[config.mk]
export PLATFORM = sky130hd
export DESIGN_NAME = varlen_spi_master
export DESIGN_NICKNAME = d
export VERILOG_FILES = /design/src/rtl/varlen_spi_master.sv
export SDC_FILE = /design/constraint.sdc
export NUM_CORES = 1
export LEC_CHECK = 0
export ABC_AREA = 1
export ABC_CLOCK_PERIOD_IN_PS = 3750
export BUFFER_PORTS_ARGS = -buffer_cell sky130_fd_sc_hd__buf_4
export CAP_MARGIN = 20
export CORE_ASPECT_RATIO = 0.5
export CORE_MARGIN = 1
export CORE_UTILIZATION = 60
export CTS_CLUSTER_SIZE = 16
export DETAILED_ROUTE_END_ITERATION = 7
export MAX_ROUTING_LAYER = met4
export PLACE_DENSITY = 0.82
export SYNTH_ARGS = -nofsm -noshare
export SYNTH_HDL_FRONTEND = slang
export SYNTH_SLANG_ARGS = --single-unit
[constraint.sdc]
create_clock -name clk -period 3.75 [get_ports clk]
set_clock_uncertainty 0.15 [all_clocks]
set_input_delay 0.5625 -clock clk [delete_from_list [all_inputs] [get_ports clk]]
set_output_delay 0.5625 -clock clk [all_outputs]
set_load 0.005 [all_outputs]
[src/rtl/varlen_spi_master.sv]
module varlen_spi_master #(
  parameter int DATA_W = 16,
  parameter int DIV_W  = 8,
  localparam int LEN_W = $clog2(DATA_W + 1),
  localparam int CNT_W = DIV_W + 1
) (
  input  logic              clk,
  input  logic              rst_n,
  input  logic              cfg_cpol,
  input  logic              cfg_cpha,
  input  logic              cfg_center,
  input  logic [DIV_W-1:0]  cfg_div,
  input  logic              start,
  input  logic [DATA_W-1:0] chunk_data,
  input  logic [LEN_W-1:0]  chunk_len,
  input  logic              chunk_last,
  output logic              ready,
  output logic              done,
  output logic [DATA_W-1:0] rx_data,
  output logic              sck,
  output logic              mosi,
  input  logic              miso,
  output logic              cs_n
);

  typedef enum logic [2:0] {S_IDLE, S_LEAD, S_BIT, S_WAIT, S_TAIL} st_t;

  st_t               state;
  logic [CNT_W-1:0]  cnt;
  logic [1:0]        seg;
  logic [LEN_W-1:0]  bits_left;
  logic [DATA_W-1:0] tx_sh, rx_sh, rx_out;
  logic [DIV_W-1:0]  div_q;
  logic              cpol_q, cpha_q, ctr_q, last_q, done_r;

  logic [CNT_W-1:0]  hl, mid;
  logic              accept, seg_end, last_seg, samp;

  assign hl       = (state == S_IDLE ? {1'b0, cfg_div} : {1'b0, div_q}) + CNT_W'(2);
  assign mid      = hl - (hl >> 1);
  assign ready    = (state == S_IDLE) || (state == S_WAIT);
  assign accept   = start && ready;
  assign seg_end  = (cnt == '0);
  assign last_seg = ctr_q ? (seg == 2'd2) : (seg == 2'd1);
  assign samp     = (state == S_BIT) &&
                    (ctr_q ? (seg == 2'd1 && cnt == mid) : (seg == 2'd0 && seg_end));

  always_comb begin
    sck = cpol_q;
    if (state == S_BIT)
      sck = ctr_q ? (cpol_q ^ (seg == 2'd1)) : (cpol_q ^ seg[0] ^ cpha_q);
  end

  assign mosi    = tx_sh[DATA_W-1];
  assign cs_n    = (state == S_IDLE);
  assign done    = done_r;
  assign rx_data = rx_out;

  always_ff @(posedge clk or negedge rst_n) begin
    if (!rst_n) begin
      state     <= S_IDLE;
      cnt       <= '0;
      seg       <= '0;
      bits_left <= '0;
      tx_sh     <= '0;
      rx_sh     <= '0;
      rx_out    <= '0;
      div_q     <= '0;
      cpol_q    <= 1'b0;
      cpha_q    <= 1'b0;
      ctr_q     <= 1'b0;
      last_q    <= 1'b0;
      done_r    <= 1'b0;
    end else begin
      done_r <= 1'b0;
      if (samp) rx_sh <= {rx_sh[DATA_W-2:0], miso};
      if (accept) begin
        tx_sh     <= chunk_data << (LEN_W'(DATA_W) - chunk_len);
        bits_left <= chunk_len;
        last_q    <= chunk_last;
        rx_sh     <= '0;
      end
      case (state)
        S_IDLE: begin
          cpol_q <= cfg_cpol;
          cpha_q <= cfg_cpha;
          ctr_q  <= cfg_center;
          div_q  <= cfg_div;
          if (accept) begin
            state <= S_LEAD;
            cnt   <= hl - CNT_W'(1);
          end
        end
        S_LEAD: begin
          if (seg_end) begin
            state <= S_BIT;
            seg   <= '0;
            cnt   <= hl - CNT_W'(1);
          end else begin
            cnt <= cnt - CNT_W'(1);
          end
        end
        S_BIT: begin
          if (seg_end) begin
            cnt <= hl - CNT_W'(1);
            if (last_seg) begin
              seg       <= '0;
              tx_sh     <= {tx_sh[DATA_W-2:0], 1'b0};
              bits_left <= bits_left - LEN_W'(1);
              if (bits_left == LEN_W'(1)) begin
                done_r <= 1'b1;
                rx_out <= rx_sh;
                state  <= last_q ? S_TAIL : S_WAIT;
              end
            end else begin
              seg <= seg + 2'd1;
            end
          end else begin
            cnt <= cnt - CNT_W'(1);
          end
        end
        S_WAIT: begin
          if (accept) begin
            state <= S_BIT;
            seg   <= '0;
            cnt   <= hl - CNT_W'(1);
          end
        end
        S_TAIL: begin
          if (seg_end) state <= S_IDLE;
          else         cnt   <= cnt - CNT_W'(1);
        end
        default: state <= S_IDLE;
      endcase
    end
  end

  a_r3_div_frozen: assert property (@(posedge clk) disable iff (!rst_n)
    (!cs_n && $past(!cs_n)) |-> $stable(div_q));

  a_r4_len_range: assert property (@(posedge clk) disable iff (!rst_n)
    accept |-> (chunk_len != '0 && chunk_len <= LEN_W'(DATA_W)));

  a_r7_wait_sck_idle: assert property (@(posedge clk) disable iff (!rst_n)
    (ready && !cs_n) |-> (sck == cpol_q));

  a_r9_done_single: assert property (@(posedge clk) disable iff (!rst_n)
    done |=> !done);

  a_r6_cs_release: assert property (@(posedge clk) disable iff (!rst_n)
    $rose(cs_n) |-> ($past(state) == S_TAIL));

  a_r5_cs_held_between: assert property (@(posedge clk) disable iff (!rst_n)
    (done && !cs_n) |=> (!cs_n || $past(last_q)));

endmodule

==> impl_metrics.ini, run 1 <==
[status]
status = finished clean

[drt]
drtPass1Iterations = 4
ant_nets = 0
drt-total-wl_um = 12800
via_per_inst = 5.40
drcViolationCount = 0
wl_per_cell_um = 13.4
drt_iter0_markers = 348
vias = 5131

[die]
row_count = 24
die-area_um2 = 9590
initial_core_util_pct = 62.6
io_pins = 58
dieWidth_um = 137
coreArea_um2 = 8800
die_y_um = 69.7

[synth]
synth_cells = 768
syn_nets = 822
synth_flop_cell = dfrtp_1
synth-edff-count = 0
ys_types = 41
syn_area_per_cell_um2 = 7.17
ys_seq_area_share_pct = 36.4
async_reset_ff_share_pct = 100
yosys_warnings = 0
synth.cell_area_um2 = 5510
yosys_register_bits = 80

[setup_path]
slowest_stage = dfrtp_1
reg2reg_from = state[0]$_DFFE_PN0P_
critical_path_arrival_ns = 3.59
endpoint = rx_sh[3]$_DFFE_PN0P_
cp.depth = 26
slowest_delay_ns = 0.43
critical-path-top-delay-family = simple AND/OR/NAND/NOR gates
worstReg2RegEnd = rx_sh[3]$_DFFE_PN0P_
worst_path_most_repeated_cell = nand2_1
required_ns = 3.83
startpoint_type = flop
r2r_cells = 26
cp_max_fo = 16
path_buf_inv = 5
end_kind = flop
crit_type = flop to flop
reg2reg_slack_ns = 0.24
crit_start = state[0]$_DFFE_PN0P_

[cts]
numCtsBuffers = 9
clockBufferDepth = 2
post_cts.repair.setup_buffers = 0
cts_tree = built
clockRootBuffer = clkbuf_16
clk_pin_slew_ns = 0.06
cts_sinks = 80
clk_latency_ns = 0.34
cts.htree.levels = 3

[worst_hold_path]
hp-class = input pin to flop
hold_start = cfg_cpha

[grt]
grt_max_degree = 81
grt_pass1_vias = 4897
antenna_found_initial = 0
grt_usage_pct = 29.4
overflow = 0
grt_pass1_wl_um = 21800

[placed_design]
postPlaceCellArea_um2 = 6050
io_buffers = 57
placed_cells = 932
dp_hpwl_um = 9050
place_congestion = 0.904

[power_and_ir_drop]
internal-power_w = 0.00296
p_sw_w = 0.00273
power_frac_comb_pct = 59.9
pwr-share-seq_pct = 22.8
p_clk_share_pct = 17.3
ir_drop_mv = 0.707
p_sw_share_pct = 48.0
power.density_nw_per_um2 = 875
leakagePower_nw = 3.48

[timing]
setup_violations = 0
slew_viol_final = 0
max_freq_mhz = 285
timing.slew.headroom_pct = 50.0
period_needed_ns = 3.51
worst_pin_slew_ns = 0.750
finalHoldViolCount = 0
whs_ns = 0.268
fin_crit_sh_pct = 93.7

[final_layout]
fin_util_pct = 74.0
nNetsFinal = 882
layout-drive-gt1-share_pct = 19.6
diodes = 0
areaGrowthSynthToFinish_pct = 18.3
stdcell_area_um2 = 6510
final_cells = 950

[job]
cap_violations = 0
## metrics by stage
stage	setup WS (ns)	power [W]	TNS, ns
floorplan	0.368	0.00377	0
global placement	0.295	0.00435	0
detailed placement	0.167	0.00446	0
CTS	0.133	0.00548	0
global route	-0.0439	0.00620	-0.270
finish	0.236	0.00570	0
## worst register-to-register path, cell delays in order, from the launching register on
cell	delay, ns
dfrtp_1	0.43
nor2_4	0.21
nand2_4	0.11
buf_4	0.20
nand2_2	0.11
nand2_4	0.08
nand2_4	0.08
inv_2	0.04
nand2_1	0.10
xor2_2	0.18
inv_2	0.09
ha_4	0.27
inv_1	0.05
o21ai_1	0.13
inv_1	0.07
nand2_1	0.09
nand2_1	0.08
nand2_1	0.08
nand3_1	0.09
nand3_1	0.07
nand2_1	0.06
nor2_2	0.13
nand3_2	0.10
nand2_4	0.12
nand2_8	0.12
nand3_1	0.11
nand2_1	0.06
## registers in the layout (all words and copies together) (netlist names), 2 cells and up
signal     count
bits_left      5
cnt            9
div_q          8
rx_data       16
rx_sh         16
seg            2
state          3
tx_sh         16
## final cells by class
class | instances | area (um^2)
clock buffers | 9 | 225
flip-flops and latches | 80 | 2000
multi-input cells | 567 | 3080
fillers | 711 | 2290
inverters | 97 | 369
clock inverters | 7 | 104
well taps | 117 | 146
repair buffers | 73 | 587
## worst min path at each step
stage / end / slack, ns / cells past startpoint
floorplan: bits_left[0]$_DFF_PN0_ / 0.12 / 0
global placement: rx_data[9]$_DFFE_PN0P_ / 0.32 / 2
detailed placement: rx_data[5]$_DFFE_PN0P_ / 0.32 / 2
CTS: cpha_q$_DFFE_PN0P_ / 0.27 / 3
global route: cpha_q$_DFFE_PN0P_ / 0.29 / 3
finish: cpha_q$_DFFE_PN0P_ / 0.27 / 3
## synthesized netlist by cell type, types with 2 or more instances
master / number / area (um^2)
nand2_1: 241 / 905
a211oi_1: 6 / 45.0
dfrtp_1: 80 / 2000
nor2_4: 3 / 33.8
a31oi_1: 2 / 12.5
or2_2: 2 / 12.5
nand4_1: 9 / 56.3
nand2_2: 16 / 100
buf_2: 5 / 25.0
clkbuf_1: 12 / 45.0
o22ai_1: 2 / 12.5
o2111ai_1: 2 / 17.5
xnor2_1: 5 / 43.8
o21ai_0: 43 / 215
nor2_2: 3 / 18.8
nand2_4: 5 / 56.3
buf_1: 2 / 7.51
nor3_1: 2 / 10.0
xor2_1: 16 / 140
clkinv_1: 2 / 7.51
mux2i_1: 4 / 40.0
inv_1: 88 / 330
a22oi_1: 12 / 90.1
nor2_1: 45 / 169
a21oi_2: 3 / 26.3
ha_1: 17 / 213
buf_6: 4 / 45.0
nand3_1: 65 / 325
nand3_2: 20 / 200
a21oi_1: 31 / 155
inv_2: 7 / 26.3
nand3b_1: 5 / 37.5
## per-layer routing
metal  up-vias  global-route usage [%]  part of all wire (%)
met5         -                       -                     0
met4         0                    6.59                   1.2
met2       123                    49.1                    48
met1      2400                    36.5                    46
met3        18                    6.21                   4.4
li1       2590                       -                     -
## power groups by stage
stage	Sequential (W)	Combinational (W)	Clock [W]
2_1_floorplan	0.00126	0.00251	0
3_3_place_gp	0.00130	0.00305	0
3_5_place_dp	0.00130	0.00316	0
4_1_cts	0.00129	0.00319	0.000994
5_1_grt	0.00133	0.00383	0.00103
6_report	0.00130	0.00341	0.000984
## cells in the final DEF (no fill, tap or decap), types with 2 or more instances in the layout
cell type,instances
a21oi_1,31
nor2_1,45
inv_6,5
a211oi_1,6
xor2_1,15
nor2_4,3
nand3_2,22
nor3_1,2
nand4_1,9
ha_4,2
xnor2_1,4
o21ai_0,43
inv_2,7
clkbuf_16,9
buf_4,69
a31oi_1,2
o22ai_1,2
nand3b_1,5
a21oi_2,3
a22oi_1,12
mux2i_1,4
or2_2,2
nand2_2,19
nand3_1,63
nand2_4,4
dfrtp_1,79
nand2_1,238
nor2_2,3
o2111ai_1,2
clkinv_1,2
bufinv_16,2
ha_1,14
inv_1,87
## kinds of logic (layout without fill, tap and decap cells)
| logic type | Yosys count | in the layout | synth area share, % |
|---|---|---|---|
| and+or+nand+nor | 418 | 418 | 35.4 |
| DFF | 80 | 80 | 36.4 |
| adders and majority gates | 17 | 17 | 3.86 |
| muxes | 4 | 4 | 0.727 |
| buffers and inverters | 121 | 186 | 8.98 |
| xor gates and xnor gates | 21 | 21 | 3.34 |
| AOI/OAI and AO/OA | 107 | 107 | 11.4 |
## repair_timing
action                     in CTS  in global routing
hold buffers                    0                  1
resized for setup               0                 20
setup endpoints to repair       0                 16
hold endpoints to repair        0                  7
No activity file was read; power rests on OpenSTA's default activity.
==> inputs of run 2 (changes only) <==
- ABC_AREA: 1 -> default
- CORE_MARGIN: 1 -> 5
==> run 2 against run 1 <==
Against the previous run: sequential cell count stayed put; non-clock buffer count increased by 49; sequential power about the same; first-iteration DRC count up 28%; synthesized cell count fell by 18%; count of clock-buffer cells in the layout unchanged; die area rose by 14%; combinational power increased by 26%; synthesized area is 3.5% lower; utilization is 4.8 points higher; the run now ends with negative setup slack left; critical endpoint is now rx_sh[8]$_DFFE_PN0P_.
==> impl_metrics.ini, run 2 <==
[grt]
grt_pass1_vias = 4992
grt_max_degree = 81
antenna_found_initial = 0
grt_pass1_wl_um = 24600
grt_usage_pct = 28.4
overflow = 0

[cts]
cts_tree = built
cts_sinks = 80
numCtsBuffers = 9
cts.htree.levels = 3
clockBufferDepth = 2
clk_pin_slew_ns = 0.07
clk_latency_ns = 0.35
clockRootBuffer = clkbuf_16

[power_and_ir_drop]
ir_drop_mv = 0.571
power_w = 0.00662
leakagePower_nw = 3.28
power.density_nw_per_um2 = 968

[placed_design]
io_buffers = 57
dp_hpwl_um = 9740
place_congestion = 0.912

[die]
row_count = 24
io_pins = 58
die_y_um = 76.5
die-area_um2 = 10900
initial_core_util_pct = 61.2
coreArea_um2 = 8680
dieWidth_um = 143

[setup_path]
cp_max_fo = 8
crit_type = flop to flop
required_ns = 3.85
critical_path_arrival_ns = 4.17
end_kind = flop
startpoint_type = flop

[drt]
drcViolationCount = 0
ant_nets = 0
via_per_inst = 5.98
wl_per_cell_um = 17.5
vias = 5117
drt-total-wl_um = 15000
drtPass1Iterations = 6
drt_iter0_markers = 447

[synth]
syn_area_per_cell_um2 = 8.39
synth_top_area_share_pct = 37.7
synth_flop_cell = dfrtp_1
synth_area_leaders = dfrtp_1 38%, nand2_1 8.4%, mux2i_1 6.6%, nor2_1 4.7%, ha_1 4.0%
yosysMostFrequentCell = nand2_1
ys_types = 64
yosys_warnings = 0
async_reset_ff_share_pct = 100
syn_nets = 687
ys_seq_area_share_pct = 37.7
synth_cells = 633
yosys.area.top_type = dfrtp_1
synth-edff-count = 0
yosys_register_bits = 80
synth.cell_area_um2 = 5310
netlist_top_cells_count = 119 x nand2_1, 80 x dfrtp_1, 67 x nor2_1

[timing]
timing.slew.headroom_pct = 50.8
period_needed_ns = 4.07
worst_pin_slew_ns = 0.736
slew_viol_final = 0
setup_violations = 16
setup_ws_ns = -0.316
rsz0062_at_grt = true
finalHoldViolCount = 0
fin_crit_sh_pct = 108
max_freq_mhz = 246

[final_layout]
areaGrowthSynthToFinish_pct = 28.8
layout-drive-gt1-share_pct = 26.1
final_common_cell = buf_4
layout_common_cells = 117 x buf_4, 112 x nand2_1, 80 x dfrtp_1
fillCellCount = 550
nNetsFinal = 788
fin_util_pct = 78.8
diodes = 0

[status]
status = finished, violations left
violations = negative setup slack

[job]
cap_violations = 0

[worst_hold_path]
hp-class = input pin to flop
==> run 2: cell count changes after synthesis, sizes merged, moves of 8 or more <==
cell and delta:
nand2 -143, inv -57, nand3 -70, mux2i +33, a221oi +12, clkbuf +12, a22oi -11, nor2 +16
a21oi +9, nor2b +11, o21ai -8, xnor2 +15
==> run 2: cells by family after synthesis <==
kind of cell | after synthesis | synth area share (%)
AO/OA/AOI/OAI | 134 | 16.4
XOR/XNOR | 30 | 5.09
adder cells (fa/ha/maj) | 20 | 4.57
buffers and inverters | 72 | 5.70
flip-flops | 80 | 37.7
multiplexers | 43 | 8.93
AND/OR/NAND/NOR | 254 | 21.6
==> run 2: worst paths after layout <==
check	endpoint	cells after the start	slack, ns	from
max in group asynchronous	cpol_q$_DFFE_PN0P_	3	2.37	rst_n
max reg2reg	rx_sh[8]$_DFFE_PN0P_	17	-0.32	state[2]$_DFFE_PN0P_
min	cpha_q$_DFFE_PN0P_	3	0.27	cfg_cpha
min reg2reg	rx_data[13]$_DFFE_PN0P_	2	0.34	rx_data[13]$_DFFE_PN0P_
min in group asynchronous	bits_left[2]$_DFF_PN0_	2	0.49	rst_n
max	rx_sh[8]$_DFFE_PN0P_	17	-0.32	state[2]$_DFFE_PN0P_
==> run 2: per-layer routing <==
layer | wire [um] | up-vias | GRT usage [%]
li1 | - | 2401 | -
met1 | 6230 | 2482 | 34.7
met2 | 7590 | 200 | 47.6
met3 | 828 | 34 | 5.33
met4 | 308 | 0 | 9.20
met5 | 0 | - | -
==> run 2: area by class of cell <==
| class | count | area (um^2) | share of cell area [%] |
|---|---|---|---|
| multi-input cells | 481 | 3220 | 47.2 |
| flip-flops and latches | 80 | 2000 | 29.3 |
| repair buffers | 122 | 976 | 14.3 |
| clock buffers | 9 | 225 | 3.29 |
| inverters | 40 | 158 | 2.31 |
| well taps | 117 | 146 | 2.14 |
| clock inverters | 7 | 106 | 1.56 |
==> run 2: timing repair <==
| item | CTS | global route |
|---|---|---|
| setup endpoints to repair | 16 | 17 |
| endpoints found under the hold margin | 0 | 18 |
| hold buffers | 0 | 1 |
| pin swaps | 2 | 14 |
| cloned | 1 | 0 |
| gates resized for setup | 6 | 17 |
| setup buffers | 5 | 3 |
==> run 2: critical path: stages, from the launching register on <==
cell	delay, ns
dfrtp_1	0.41
or3_4	0.49
buf_8	0.17
mux2i_4	0.18
and2_4	0.18
nor2_4	0.11
inv_2	0.06
ha_4	0.26
a21o_4	0.16
nor3_4	0.04
a21oi_2	0.18
a41oi_2	0.14
maj3_2	0.36
xnor2_2	0.16
o41ai_4	0.38
o31ai_4	0.18
buf_12	0.18
mux2i_1	0.18
==> run 2: through the flow <==
step	hold slack (ns)	cell area, um^2	std cells	setup slack [ns]	setup TNS [ns]
after floorplan	0.117	5480	633	-0.470	-6.70
after global placement	0.308	6300	830	-0.166	-2.63
after detailed placement	0.323	6300	830	-0.313	-4.82
after CTS	0.263	6710	852	-0.327	-4.90
after global routing	0.266	6840	856	-0.423	-6.25
final	0.265	6840	856	-0.316	-4.54
==> run 2: power by group <==
| group | leakage (nW) | switching [W] | internal (W) |
|---|---|---|---|
| combinational | 2.06 | 0.00232 | 0.00199 |
| sequential | 1.05 | 0.000216 | 0.00110 |
| clock | 0.163 | 0.000398 | 0.000597 |
==> inputs of run 3 (changes only) <==
- PLACE_DENSITY: 0.82 -> default
- PLACE_DENSITY_LB_ADDON: default -> 0.2
- SETUP_SLACK_MARGIN: default -> 0.15
==> run 3 against run 2 <==
Against the previous run: the run ends with negative hold slack, negative setup slack left; critical endpoint is now rx_sh[0]$_DFFE_PN0P_; sequential share of layout area is 0.14 points lower; largest power group unchanged; final area up 0.48%; register-to-register slack worse by 0.03 ns.
==> impl_metrics.ini, run 3 (synthesis gave the netlist of run 2 again) <==
[cts]
clk_pin_slew_ns = 0.07
cts_sinks = 80
numCtsBuffers = 9
cts.htree.levels = 3
clk_latency_ns = 0.35
clockBufferDepth = 2
cts_tree = built
cts_hold_buf = 0
clockRootBuffer = clkbuf_16

[timing]
setup_ws_ns = -0.345
fin_crit_sh_pct = 109
finalHoldViolCount = 24
max_freq_mhz = 244
worst_pin_slew_ns = 0.731
setup_violations = 16
rsz0062_at_grt = true
whs_ns = -0.00764
slew_viol_final = 0
period_needed_ns = 4.09
timing.slew.headroom_pct = 51.2

[job]
cap_violations = 0

[die]
die_y_um = 76.5
io_pins = 58
coreArea_um2 = 8680
dieWidth_um = 143
row_count = 24
initial_core_util_pct = 61.2
die-area_um2 = 10900

[final_layout]
fillCellCount = 548
final_cells = 864
final_common_cell = buf_4
fin_util_pct = 79.2
layout-drive-gt1-share_pct = 26.8
diodes = 0
areaGrowthSynthToFinish_pct = 29.4
register_area_um2 = 2000
multi_input_area_um2 = 3200
nNetsFinal = 796
layout_common_cells = 125 x buf_4, 111 x nand2_1, 80 x dfrtp_1

[placed_design]
place_congestion = 0.880
dp_hpwl_um = 9380
placed_cells = 832
io_buffers = 57

[drt]
wl_per_cell_um = 16.2
drt_iter0_markers = 338
drtPass1Iterations = 5
vias = 4991
drt-total-wl_um = 14000
ant_nets = 0
drcViolationCount = 0
via_per_inst = 5.78

[power_and_ir_drop]
power.density_nw_per_um2 = 956
ir_drop_mv = 0.671
leakagePower_nw = 3.30

[setup_path]
end_kind = flop
required_ns = 3.83
critical_path_arrival_ns = 4.18
crit_type = flop to flop
startpoint_type = flop
cp_max_fo = 8

[status]
status = finished, violations left
violations = negative hold slack, negative setup slack

[grt]
antenna_found_initial = 0
grt_pass1_wl_um = 23200
grt_max_degree = 81
overflow = 0
grt_pass1_vias = 4816
grt_usage_pct = 26.7

[worst_hold_path]
hp-class = input pin to asynchronous set/reset pin
## run 3: cell types whose count changed in the layout (fill, tap and decap cells not counted), sizes merged
cell,delta
buf,+9
inv,-1
clkinvlp,+1
dlygate4sd3,-1
## run 3: cell type report
| type | count | area share, % |
|---|---|---|
| Multi-Input combinational cell | 481 | 46.6 |
| Clock inverter | 7 | 1.60 |
| Tap cell | 117 | 2.13 |
| Timing Repair Buffer | 130 | 15.0 |
| Sequential cell | 80 | 29.1 |
| Clock buffer | 9 | 3.28 |
| Inverter | 40 | 2.26 |
## run 3: metrics by stage
stage | power (W) | worst slack, ns | cell area (um^2) | setup TNS, ns
finish | 0.00656 | -0.345 | 6870 | -5.20
global route | 0.00698 | -0.460 | 6870 | -7.13
CTS | 0.00630 | -0.229 | 6760 | -3.51
detailed placement | 0.00511 | -0.300 | 6310 | -4.59
global placement | 0.00500 | -0.191 | 6310 | -3.03
floorplan | 0.00398 | -0.470 | 5480 | -6.70
## run 3: repair_timing
item / in CTS / in global routing
hold endpoints to repair: 0 / 0
endpoints found under the setup margin: 16 / 19
pin swaps: 1 / 4
resized for setup: 7 / 10
setup buffers: 7 / 6
gates cloned: 2 / 0
## run 3: where the power goes
part | switching [W] | leakage (nW) | internal (W)
Clock | 0.000406 | 0.162 | 0.000600
Sequential | 0.000218 | 1.05 | 0.00110
Combinational | 0.00224 | 2.08 | 0.00200
## run 3: critical path: stages (launching register included)
cell	delay [ns]
dfrtp_1	0.39
or3_4	0.41
buf_8	0.15
nand2_4	0.07
nand2_4	0.06
ha_4	0.18
or3_4	0.36
nand2_4	0.09
inv_2	0.04
ha_4	0.15
a21o_1	0.23
nor2_1	0.12
nand3_1	0.14
a41oi_2	0.22
maj3_2	0.23
xnor2_2	0.08
o41ai_4	0.40
o31ai_4	0.17
buf_12	0.18
mux2i_2	0.14
## run 3: worst paths after layout
kind	start	endpoint	slack (ns)	depth (start not counted)
max	state[0]$_DFFE_PN0P_	rx_sh[0]$_DFFE_PN0P_	-0.34	19
min	rst_n	tx_sh[14]$_DFF_PN0_	-0.008	1
max reg2reg	state[0]$_DFFE_PN0P_	rx_sh[0]$_DFFE_PN0P_	-0.34	19
min reg2reg	rx_data[9]$_DFFE_PN0P_	rx_data[9]$_DFFE_PN0P_	0.33	2
max in group asynchronous	rst_n	cnt[1]$_DFFE_PN0P_	2.88	2
min in group clk	cfg_cpol	cpol_q$_DFFE_PN0P_	0.27	3
## run 3: layer usage
layer  routed length [um]  GRT usage (%)  vias up
li1                     -              -     2410
met1                 6210           34.7     2393
met2                 6800           42.2      156
met3                  669           4.89       32
met4                  325           8.92        0
met5                    0              -        -
